File: src/rtl/spi_ce_pkg.sv
package spi_ce_pkg;

  typedef enum logic [1:0] {
    ST_IDLE  = 2'd0,
    ST_WAIT  = 2'd1,
    ST_SHIFT = 2'd2
  } spi_st_e;

  // counter value (low DIV_W-1 bits) after which the toggle strobe is raised
  function automatic int tgl_decode(int div_w, bit quarter);
    return quarter ? (2 ** (div_w - 2)) - 1 : (2 ** (div_w - 1)) - 1;
  endfunction

endpackage

File: src/rtl/spi_ce_gen.sv
module spi_ce_gen
  import spi_ce_pkg::*;
#(
  parameter int DIV_W      = 4,
  parameter bit QUARTER_PH = 1'b0
) (
  input  logic clk_i,
  input  logic rst_ni,
  output logic bit_en_o,
  output logic tgl_en_o
);

  localparam logic [DIV_W-2:0] TGL_AT = (DIV_W-1)'(tgl_decode(DIV_W, QUARTER_PH));

  logic [DIV_W-1:0] cnt_q;

  always_ff @(posedge clk_i or negedge rst_ni) begin
    if (!rst_ni) begin
      cnt_q    <= '0;
      bit_en_o <= 1'b0;
      tgl_en_o <= 1'b0;
    end else begin
      cnt_q    <= cnt_q + 1'b1;
      bit_en_o <= (cnt_q == '1);
      tgl_en_o <= (cnt_q[DIV_W-2:0] == TGL_AT);
    end
  end

endmodule

File: src/rtl/spi_sclk_gen.sv
module spi_sclk_gen (
  input  logic clk_i,
  input  logic rst_ni,
  input  logic active_i,
  input  logic tgl_en_i,
  output logic sclk_o,
  output logic sample_o
);

  logic sclk_q;

  always_ff @(posedge clk_i or negedge rst_ni) begin
    if (!rst_ni)          sclk_q <= 1'b0;
    else if (!active_i)   sclk_q <= 1'b0;
    else if (tgl_en_i)    sclk_q <= ~sclk_q;
  end

  // rising edge of sclk is about to happen: capture miso now
  assign sample_o = active_i & tgl_en_i & ~sclk_q;
  assign sclk_o   = sclk_q;

endmodule

File: src/rtl/spi_shift_path.sv
module spi_shift_path #(
  parameter int DATA_W = 8
) (
  input  logic              clk_i,
  input  logic              rst_ni,
  input  logic              load_i,
  input  logic [DATA_W-1:0] data_i,
  input  logic              shift_i,
  input  logic              sample_i,
  input  logic              capture_i,
  input  logic              active_i,
  input  logic              miso_i,
  output logic              mosi_o,
  output logic [DATA_W-1:0] rx_data_o
);

  logic [DATA_W-1:0] tx_sh_q, rx_sh_q, rx_hold_q;

  always_ff @(posedge clk_i or negedge rst_ni) begin
    if (!rst_ni) begin
      tx_sh_q <= '0;
    end else if (load_i) begin
      tx_sh_q <= data_i;
    end else if (shift_i) begin
      tx_sh_q <= {tx_sh_q[DATA_W-2:0], 1'b0};
    end
  end

  always_ff @(posedge clk_i or negedge rst_ni) begin
    if (!rst_ni) begin
      rx_sh_q <= '0;
    end else if (sample_i) begin
      rx_sh_q <= {rx_sh_q[DATA_W-2:0], miso_i};
    end
  end

  always_ff @(posedge clk_i or negedge rst_ni) begin
    if (!rst_ni)        rx_hold_q <= '0;
    else if (capture_i) rx_hold_q <= rx_sh_q;
  end

  assign mosi_o    = active_i & tx_sh_q[DATA_W-1];
  assign rx_data_o = rx_hold_q;

endmodule

File: src/rtl/spi_frame_ctrl.sv
module spi_frame_ctrl
  import spi_ce_pkg::*;
#(
  parameter int DATA_W = 8
) (
  input  logic clk_i,
  input  logic rst_ni,
  input  logic start_i,
  input  logic bit_en_i,
  output logic active_o,
  output logic cs_no,
  output logic done_o,
  output logic load_o,
  output logic shift_o,
  output logic capture_o
);

  localparam int BC_W = (DATA_W > 1) ? $clog2(DATA_W) : 1;
  localparam logic [BC_W-1:0] LAST_BIT = BC_W'(DATA_W - 1);

  spi_st_e         st_q;
  logic [BC_W-1:0] bit_q;
  logic            last_bit;

  assign active_o  = (st_q == ST_SHIFT);
  assign last_bit  = (bit_q == LAST_BIT);
  assign load_o    = (st_q == ST_IDLE) & start_i;
  assign shift_o   = active_o & bit_en_i & ~last_bit;
  assign capture_o = active_o & bit_en_i & last_bit;

  always_ff @(posedge clk_i or negedge rst_ni) begin
    if (!rst_ni) begin
      st_q   <= ST_IDLE;
      bit_q  <= '0;
      cs_no  <= 1'b1;
      done_o <= 1'b0;
    end else begin
      done_o <= 1'b0;
      unique case (st_q)
        ST_IDLE: begin
          if (start_i) begin
            if (bit_en_i) begin
              st_q  <= ST_SHIFT;
              bit_q <= '0;
              cs_no <= 1'b0;
            end else begin
              st_q <= ST_WAIT;
            end
          end
        end
        ST_WAIT: begin
          if (bit_en_i) begin
            st_q  <= ST_SHIFT;
            bit_q <= '0;
            cs_no <= 1'b0;
          end
        end
        ST_SHIFT: begin
          if (bit_en_i) begin
            if (last_bit) begin
              st_q   <= ST_IDLE;
              cs_no  <= 1'b1;
              done_o <= 1'b1;
            end else begin
              bit_q <= bit_q + 1'b1;
            end
          end
        end
        default: st_q <= ST_IDLE;
      endcase
    end
  end

endmodule

File: src/rtl/spi_ce_master.sv
module spi_ce_master #(
  parameter int DATA_W     = 8,
  parameter int DIV_W      = 4,
  parameter bit QUARTER_PH = 1'b0
) (
  input  logic              clk_i,
  input  logic              rst_ni,
  input  logic              start_i,
  input  logic [DATA_W-1:0] tx_data_i,
  output logic [DATA_W-1:0] rx_data_o,
  output logic              done_o,
  output logic              sclk_o,
  output logic              mosi_o,
  input  logic              miso_i,
  output logic              cs_no
);

  logic bit_en, tgl_en;
  logic active, load, shift, capture, sample;

  spi_ce_gen #(
    .DIV_W      (DIV_W),
    .QUARTER_PH (QUARTER_PH)
  ) u_ce (
    .clk_i    (clk_i),
    .rst_ni   (rst_ni),
    .bit_en_o (bit_en),
    .tgl_en_o (tgl_en)
  );

  spi_frame_ctrl #(
    .DATA_W (DATA_W)
  ) u_ctrl (
    .clk_i     (clk_i),
    .rst_ni    (rst_ni),
    .start_i   (start_i),
    .bit_en_i  (bit_en),
    .active_o  (active),
    .cs_no     (cs_no),
    .done_o    (done_o),
    .load_o    (load),
    .shift_o   (shift),
    .capture_o (capture)
  );

  spi_sclk_gen u_sclk (
    .clk_i    (clk_i),
    .rst_ni   (rst_ni),
    .active_i (active),
    .tgl_en_i (tgl_en),
    .sclk_o   (sclk_o),
    .sample_o (sample)
  );

  spi_shift_path #(
    .DATA_W (DATA_W)
  ) u_path (
    .clk_i     (clk_i),
    .rst_ni    (rst_ni),
    .load_i    (load),
    .data_i    (tx_data_i),
    .shift_i   (shift),
    .sample_i  (sample),
    .capture_i (capture),
    .active_i  (active),
    .miso_i    (miso_i),
    .mosi_o    (mosi_o),
    .rx_data_o (rx_data_o)
  );

endmodule

File: config.mk
export PLATFORM = sky130hd
export DESIGN_NAME = spi_ce_master
export DESIGN_NICKNAME = d
export VERILOG_FILES = /design/src/rtl/spi_ce_pkg.sv /design/src/rtl/spi_ce_gen.sv /design/src/rtl/spi_sclk_gen.sv /design/src/rtl/spi_shift_path.sv /design/src/rtl/spi_frame_ctrl.sv /design/src/rtl/spi_ce_master.sv
export SDC_FILE = /design/constraint.sdc
export NUM_CORES = 1
export LEC_CHECK = 0
export ABC_AREA = 1
export BUFFER_PORTS_ARGS = -buffer_cell sky130_fd_sc_hd__buf_2
export CAP_MARGIN = 10
export CORE_UTILIZATION = 60
export CTS_BUF_LIST = sky130_fd_sc_hd__clkbuf_4
export DETAILED_ROUTE_END_ITERATION = 8
export HOLD_SLACK_MARGIN = 0.15
export PLACE_DENSITY = 0.83
export SETUP_SLACK_MARGIN = 0.5
export SLEW_MARGIN = 20
export SYNTH_ARGS = -nofsm -noshare
export SYNTH_HDL_FRONTEND = slang
export SYNTH_HIERARCHICAL = 1
export SYNTH_SLANG_ARGS = --single-unit
File: constraint.sdc
create_clock -name clk_i -period 2.2 [get_ports clk_i]
set_input_delay 0.33 -clock clk_i [delete_from_list [all_inputs] [get_ports clk_i]]
set_output_delay 0.33 -clock clk_i [all_outputs]
set_load 0.01 [all_outputs]
==> metrics.md, run 1 <==
| Metric | Value |
|---|---|
| Commonest non-fill, non-tap cell in the layout | nand2_1 |
| Syn Area/Cell | 9.27 um2 |
| IO Count | 24 |
| Placed cells | 232 |
| Initial antenna violation count | 0 |
| Drt first pass iters | 4 |
| Simple-Gate Fraction of Synth Area | 23.9% |
| Hold_sp | tx_data_i[0] |
| Final setup fails | 0 |
| ANT nets after route | 0 |
| Multiplexer share of the synthesized area | 0% |
| Initial Util | 65.4% |
| Slew HR | 46.0% |
| Netlist cell types | 20 |
| Vias per inst | 5.17 |
| Die width | 54.9 um |
| FF-to-FF setup slack | 0.71 ns |
| Largest net degree at the start of global routing | 39 |
| Crit-path cells | inv_2, nor2_4, nand2_1, inv_1, buf_2 |
| Cells after synthesis | 181 |
| Via count | 1247 |
| Post-Route WL | 2780 um |
| Most frequent cells in the layout | nand2_1 (42), dfrtp_1 (36), buf_2 (23) |
| Fmax | 643 MHz |
| Synth area leaders | dfrtp_1 (55%), nand2_1 (9.4%), nand3_1 (6.3%) |
| Root Driver | clkbuf_4 |
| Cell Rows | 18 |
| Pwr Density | 580 nW/um2 |
| Crit path largest cell delay | 0.45 ns |
| Sequential element share of the synthesized area | 56.7% |
| P_leak | 0.984 nW |
| Period utilization | 70.6% |
| Worst r2r path cells | 7 |
| Post-route minimum period | 1.55 ns |
| Htree depth | 2 |
| Worst-path fanout max | 7 |
| TritonCTS Buffers | 5 |
| # Post-CTS Setup Buffers | 0 |
| Die ar. | 3010 um2 |
| Max Cap Viol | 0 |
| Area Growth Syn to Fin | 11.3% |
| Total nets after synthesis | 198 |
| Crit path DAT | 1.22 ns |
| XOR/XNOR Fraction of Synth Area | 0% |
| Synthesized-area fraction occupied by adder cells | 3.73% |
| CORE AREA | 2570 um2 |
| Cell area after layout | 1870 um2 |
| DRC Markers | 0 |
| WHS Path Cells | 3 |
| Min-Delay Path Class | input pin to flop |
| CP startpoint kind | flop |
| Clock buffer depth | 2 |
| Crit path max-delay family | flip-flops |
| Total grt overflow | 0 |
| Crit Path Class | flop to output port |
| Critical path required time | 1.87 ns |
| Skew final | 0.0122 ns |
| Post-synthesis compound-gate area fraction | 6.41% |
| Gpl congestion | 0.726 |
| Status | finished clean |
| Final hold violations | 0 |
| Drt first-iter violations | 22 |
| Crit path buf inv count | 3 |
| CP Depth | 5 |
| HPWL after detailed placement | 2020 um |
| # clock sinks | 38 |
| Clock latency at the later pin of the worst-skew pair | 0.33 ns |
| Nets | 227 |
| Clock transition at path regs | 0.11 ns |
| Reg-to-reg startpoint | u_ctrl/bit_q[0] |
| Crit. Startpoint | u_ctrl/st_q[1] |
| Number of global-route vias before repair | 1045 |
| TNS Setup | 0 ns |
| Proportion of layout cells with a drive suffix above 1 | 24.2% |
| PortBufs | 23 |
| Drt wl/cell | 11.5 um |
| Final Non-Filler Cells | 241 |
| Post-Syn Area | 1680 um2 |
| Die Ht | 54.9 um |
| Tightest Pin Transition | 0.810 ns |
| First-pass GRT wire length | 4260 um |
| Placement Cell Area | 1800 um2 |
| Gr usage total | 20.6% |
| Synth Register Bits | 38 |
| Critical Path End Type | output port |
| VDD IR-drop max | 0.000534 V |
| Max stage delay cell, worst path | dfrtp_2 |
| TritonCTS clock tree | yes |
| WHS | 0.200 ns |
| RSZ-0062 raised after global routing | false |
| Ys Warns | 6 |
| Diode count | 0 |
| Fin. max-slew vios | 0 |
| Top cell type by total area after synthesis | dfrtp_1 |
| Main combinational cell family by area after synthesis | simple AND/OR/NAND/NOR gates |
| Area share of the largest cell type after synthesis | 55.2% |
[registers in the layout, indices dropped and copies added, names as in the netlist]
signal and count:
u_path/rx_data_o 8, u_path/rx_sh_q 8, u_path/tx_sh_q 8, u_ce/cnt_q 4
u_ctrl/bit_q 3, u_ctrl/st_q 2, u_ce/bit_en_o 1, u_ce/tgl_en_o 1
u_ctrl/cs_no 1, u_ctrl/done_o 1, u_sclk/sclk_o 1
[cells in the mapped netlist, drive strengths merged]
library cell / n
dfstp: 1
nand2: 47
a21oi: 8
nor3: 4
o21ai: 12
dfrtp: 37
buf: 5
nor2: 15
nand3: 21
nand4: 1
inv: 25
ha: 5
[per-layer routing]
metal  vias to the layer above  routed length [um]  GRT usage, %
met5                         -                   0             0
met4                         0                  31          7.69
met3                         4                 124          5.83
met2                        30                1390          34.1
met1                       585                1240          25.4
li1                        628                   -             -
[repair_timing]
item	CTS	global route
resized for setup	0	2
endpoints found under the setup margin	0	1
hold endpoints to repair	37	0
hold buffers	1	0
[stage by stage]
step,utilization [%],setup slack (ns),power (mW)
finish,72.7,0.646,1.08
detailed placement,70.0,0.702,0.756
floorplan,-,0.801,0.730
CTS,72.5,0.517,1.10
global route,72.7,0.521,1.13
global placement,70.0,0.735,0.755
[where the power goes]
part | switching (mW) | internal, mW | leakage [nW]
clock | 0.220 | 0.119 | 0.0286
sequential | 0.00429 | 0.706 | 0.490
combinational | 0.0212 | 0.0120 | 0.466
[path summary, 6_finish.rpt]
check,endpoint
min,u_path/tx_sh_q[0]
max in group asynchronous,u_ctrl/st_q[1]
max,mosi_o
min in group asynchronous,u_path/tx_sh_q[2]
min reg2reg,u_path/rx_sh_q[3]
max reg2reg,u_path/tx_sh_q[7]
[layout make-up]
| cell class | count | area (um2) |
|---|---|---|
| clock buffer | 5 | 37.5 |
| timing repair buffer | 27 | 148 |
| multi-input combinational | 113 | 581 |
| clock inverter | 3 | 16.3 |
| sequential | 38 | 953 |
| fill | 208 | 701 |
| tap | 30 | 37.5 |
| inverter | 25 | 93.8 |
[cells by family after synthesis]
kind of cell	count (synthesis)
buffers and inverters	30
flip-flops	38
AND/OR/NAND/NOR	88
adder cells (fa/ha/maj)	5
AO/OA/AOI/OAI	20
[worst min-delay path: stages]
cell and delay [ns]:
buf_2 0.07, nand2_1 0.04, nand2_1 0.06
(Power assumes the default switching activity.)
==> run 2: changes to the inputs <==
- CORE_UTILIZATION: 60 -> 58
- PLACE_DENSITY: 0.83 -> 0.81
- clock period: 2.2 -> 1.5 ns (I/O delays scaled with it)
==> metrics.md, run 2 (synthesis gave the netlist of run 1 again) <==
| Metric | Value |
|---|---|
| DRC Markers | 0 (unchanged) |
| Status | finished, violations left |
| Crit path largest cell delay | 0.40 ns (-0.05 ns) |
| Post-Route WL | 5500 um (+98%) |
| Fin worst setup slack | -0.0750 ns (-0.721 ns) |
| Crit path DAT | 1.83 ns (+0.61 ns) |
| Commonest non-fill, non-tap cell in the layout | dfrtp_1 |
| Fmax | 635 MHz |
| Worst-path fanout max | 7 (unchanged) |
| Critical path required time | 1.76 ns (-0.11 ns) |
| Overall Power | 1.87 mW (+73%) |
| Final hold violations | 0 (unchanged) |
| Final setup fails | 2 (+2) |
| Via count | 1681 (+35%) |
| Nets | 274 (+21%) |
| Reg-to-reg startpoint | u_ctrl/bit_q[1] |
| Fin. max-slew vios | 0 (unchanged) |
| Vias per inst | 5.82 (+12%) |
| CORE AREA | 2760 um2 (+7.4%) |
| CP startpoint kind | flop |
| Drt first-iter violations | 140 (+540%) |
| VDD IR-drop max | 0.00113 V (+110%) |
| Met1 global-route usage | 34.0% (+8.7 points) |
| Skew final | 0.0191 ns (+0.00686 ns) |
| TritonCTS clock tree | yes |
| Cell Rows | 19 (+1) |
| First-pass GRT wire length | 6920 um (+63%) |
| FF-to-FF setup slack | -0.07 ns (-0.78 ns) |
| Clock buffer depth | 2 (unchanged) |
| Final core utilization | 91.7% (+19 points) |
| Failing checks | negative setup slack |
| RSZ-0062 raised after global routing | true |
| Number of global-route vias before repair | 1523 (+46%) |
| Die ar. | 3110 um2 (+3.3%) |
| Drt first pass iters | 5 (+1) |
| HPWL after detailed placement | 2280 um (+13%) |
| Met2 usage | 53.4% (+19 points) |
| Period utilization | 105% |
| Tightest Pin Transition | 0.351 ns (-0.459 ns) |
| IO Count | 24 (unchanged) |
| PortBufs | 23 (unchanged) |
| Reg2reg end | u_path/rx_data_o[4] |
| Slew HR | 76.6% (+31 points) |
| Area Growth Syn to Fin | 50.7% |
| Root Driver | clkbuf_4 |
| Most Crowded Layer GR | met2 |
| ANT nets after route | 0 (unchanged) |
| Pwr Density | 739 nW/um2 (+27%) |
| Drt wl/cell | 19.0 um (+65%) |
| Gpl congestion | 0.734 (+1.1%) |
| Met3 usage | 8.14% (+2.3 points) |
| Total grt overflow | 0 (unchanged) |
| Max stage delay cell, worst path | dfrtp_1 |
| # clock sinks | 38 (unchanged) |
| Die Ht | 55.8 um (+1.6%) |
| Htree depth | 2 (unchanged) |
| Clock transition at path regs | 0.13 ns (+0.02 ns) |
| Post-route minimum period | 1.57 ns |
| Max Cap Viol | 0 (unchanged) |
| Worst r2r path cells | 7 (unchanged) |
| Clock latency at the later pin of the worst-skew pair | 0.36 ns (+0.03 ns) |
| TritonCTS Buffers | 5 (unchanged) |
| Initial Util | 60.8% (-4.5 points) |
| Diode count | 0 (unchanged) |
| Die width | 55.8 um (+1.6%) |
| Crit Path Class | flop to flop |
| Gr usage total | 30.2% (+9.5 points) |
| Min-Delay Path Class | input pin to asynchronous set/reset pin |
| Largest net degree at the start of global routing | 17 (-56%) |
| Critical Path End Type | flop |
| Crit-path cells | ha_4, ha_4, inv_4, nor3_4, buf_12, nor2_1, a21oi_1 |
| Most frequent cells in the layout | dfrtp_1 (35), nand2_1 (32), buf_4 (29) |
| Initial antenna violation count | 0 (unchanged) |
| P_leak | 1.31 nW (+33%) |
| Proportion of layout cells with a drive suffix above 1 | 47.3% (+23 points) |
| CP most frequent cell | ha_4 |
run 2: power breakdown:
part / total, mW / switching (mW) / internal [mW]
clock network: 0.745 / 0.355 / 0.390
registers: 1.04 / 0.00815 / 1.04
logic: 0.0807 / 0.0434 / 0.0373
total: 1.87 / 0.406 / 1.46
run 2: layout make-up:
type / count / area [um2]
Timing Repair inverter: 1 / 8.76
Sequential cell: 38 / 955
Tap cell: 31 / 38.8
Multi-Input combinational cell: 113 / 759
Clock buffer: 7 / 52.6
Inverter: 25 / 104
Clock inverter: 1 / 30.0
Fill cell: 98 / 229
Timing Repair Buffer: 73 / 581
run 2: critical path, delay by kind of cell, from the launching register on:
kind | cells | cell delay (ns)
compound gates | 1 | 0.26
simple gates | 2 | 0.30
flops | 1 | 0.40
buf+inv | 2 | 0.20
fa+ha+maj | 2 | 0.32
run 2: worst max path at each step:
stage          slack (ns)  depth (start not counted)                  end       startpoint
3_3_place_gp         0.13                          7    u_path/tx_sh_q[1]  u_ctrl/bit_q[1]
3_5_place_dp         0.09                          6      u_ctrl/bit_q[2]  u_ctrl/bit_q[1]
6_report            -0.07                          7  u_path/rx_data_o[4]  u_ctrl/bit_q[1]
5_1_grt             -0.07                          7  u_path/rx_data_o[4]  u_ctrl/bit_q[1]
2_1_floorplan        0.21                          7    u_path/tx_sh_q[1]  u_ctrl/bit_q[0]
4_1_cts              0.10                          7  u_path/rx_data_o[4]  u_ctrl/bit_q[1]
run 2: per-stage QoR:
stage	std cells	setup TNS, ns	hold WS, ns	instance area (um2)	setup WS (ns)
2_1_floorplan	181	0	-0.0706	1750	0.212
3_3_place_gp	235	0	0.139	1890	0.133
3_5_place_dp	235	0	0.142	1890	0.0855
4_1_cts	269	0	0.281	2280	0.102
5_1_grt	289	-0.255	0.260	2530	-0.0738
6_report	289	-0.0809	0.282	2530	-0.0750
run 2: metal layers:
metal	up-vias	wire length (um)
li1	727	-
met5	-	0
met3	25	419
met4	0	272
met2	105	2780
met1	824	2030
run 2: timing repair:
item | 4_1_cts | 5_1_grt
gates cloned | 1 | 0
hold buffers | 10 | 0
setup endpoints to repair | 44 | 44
resized for setup | 24 | 27
buffers inserted | 15 | 20
endpoints found under the hold margin | 47 | 0
pin swaps | 3 | 13
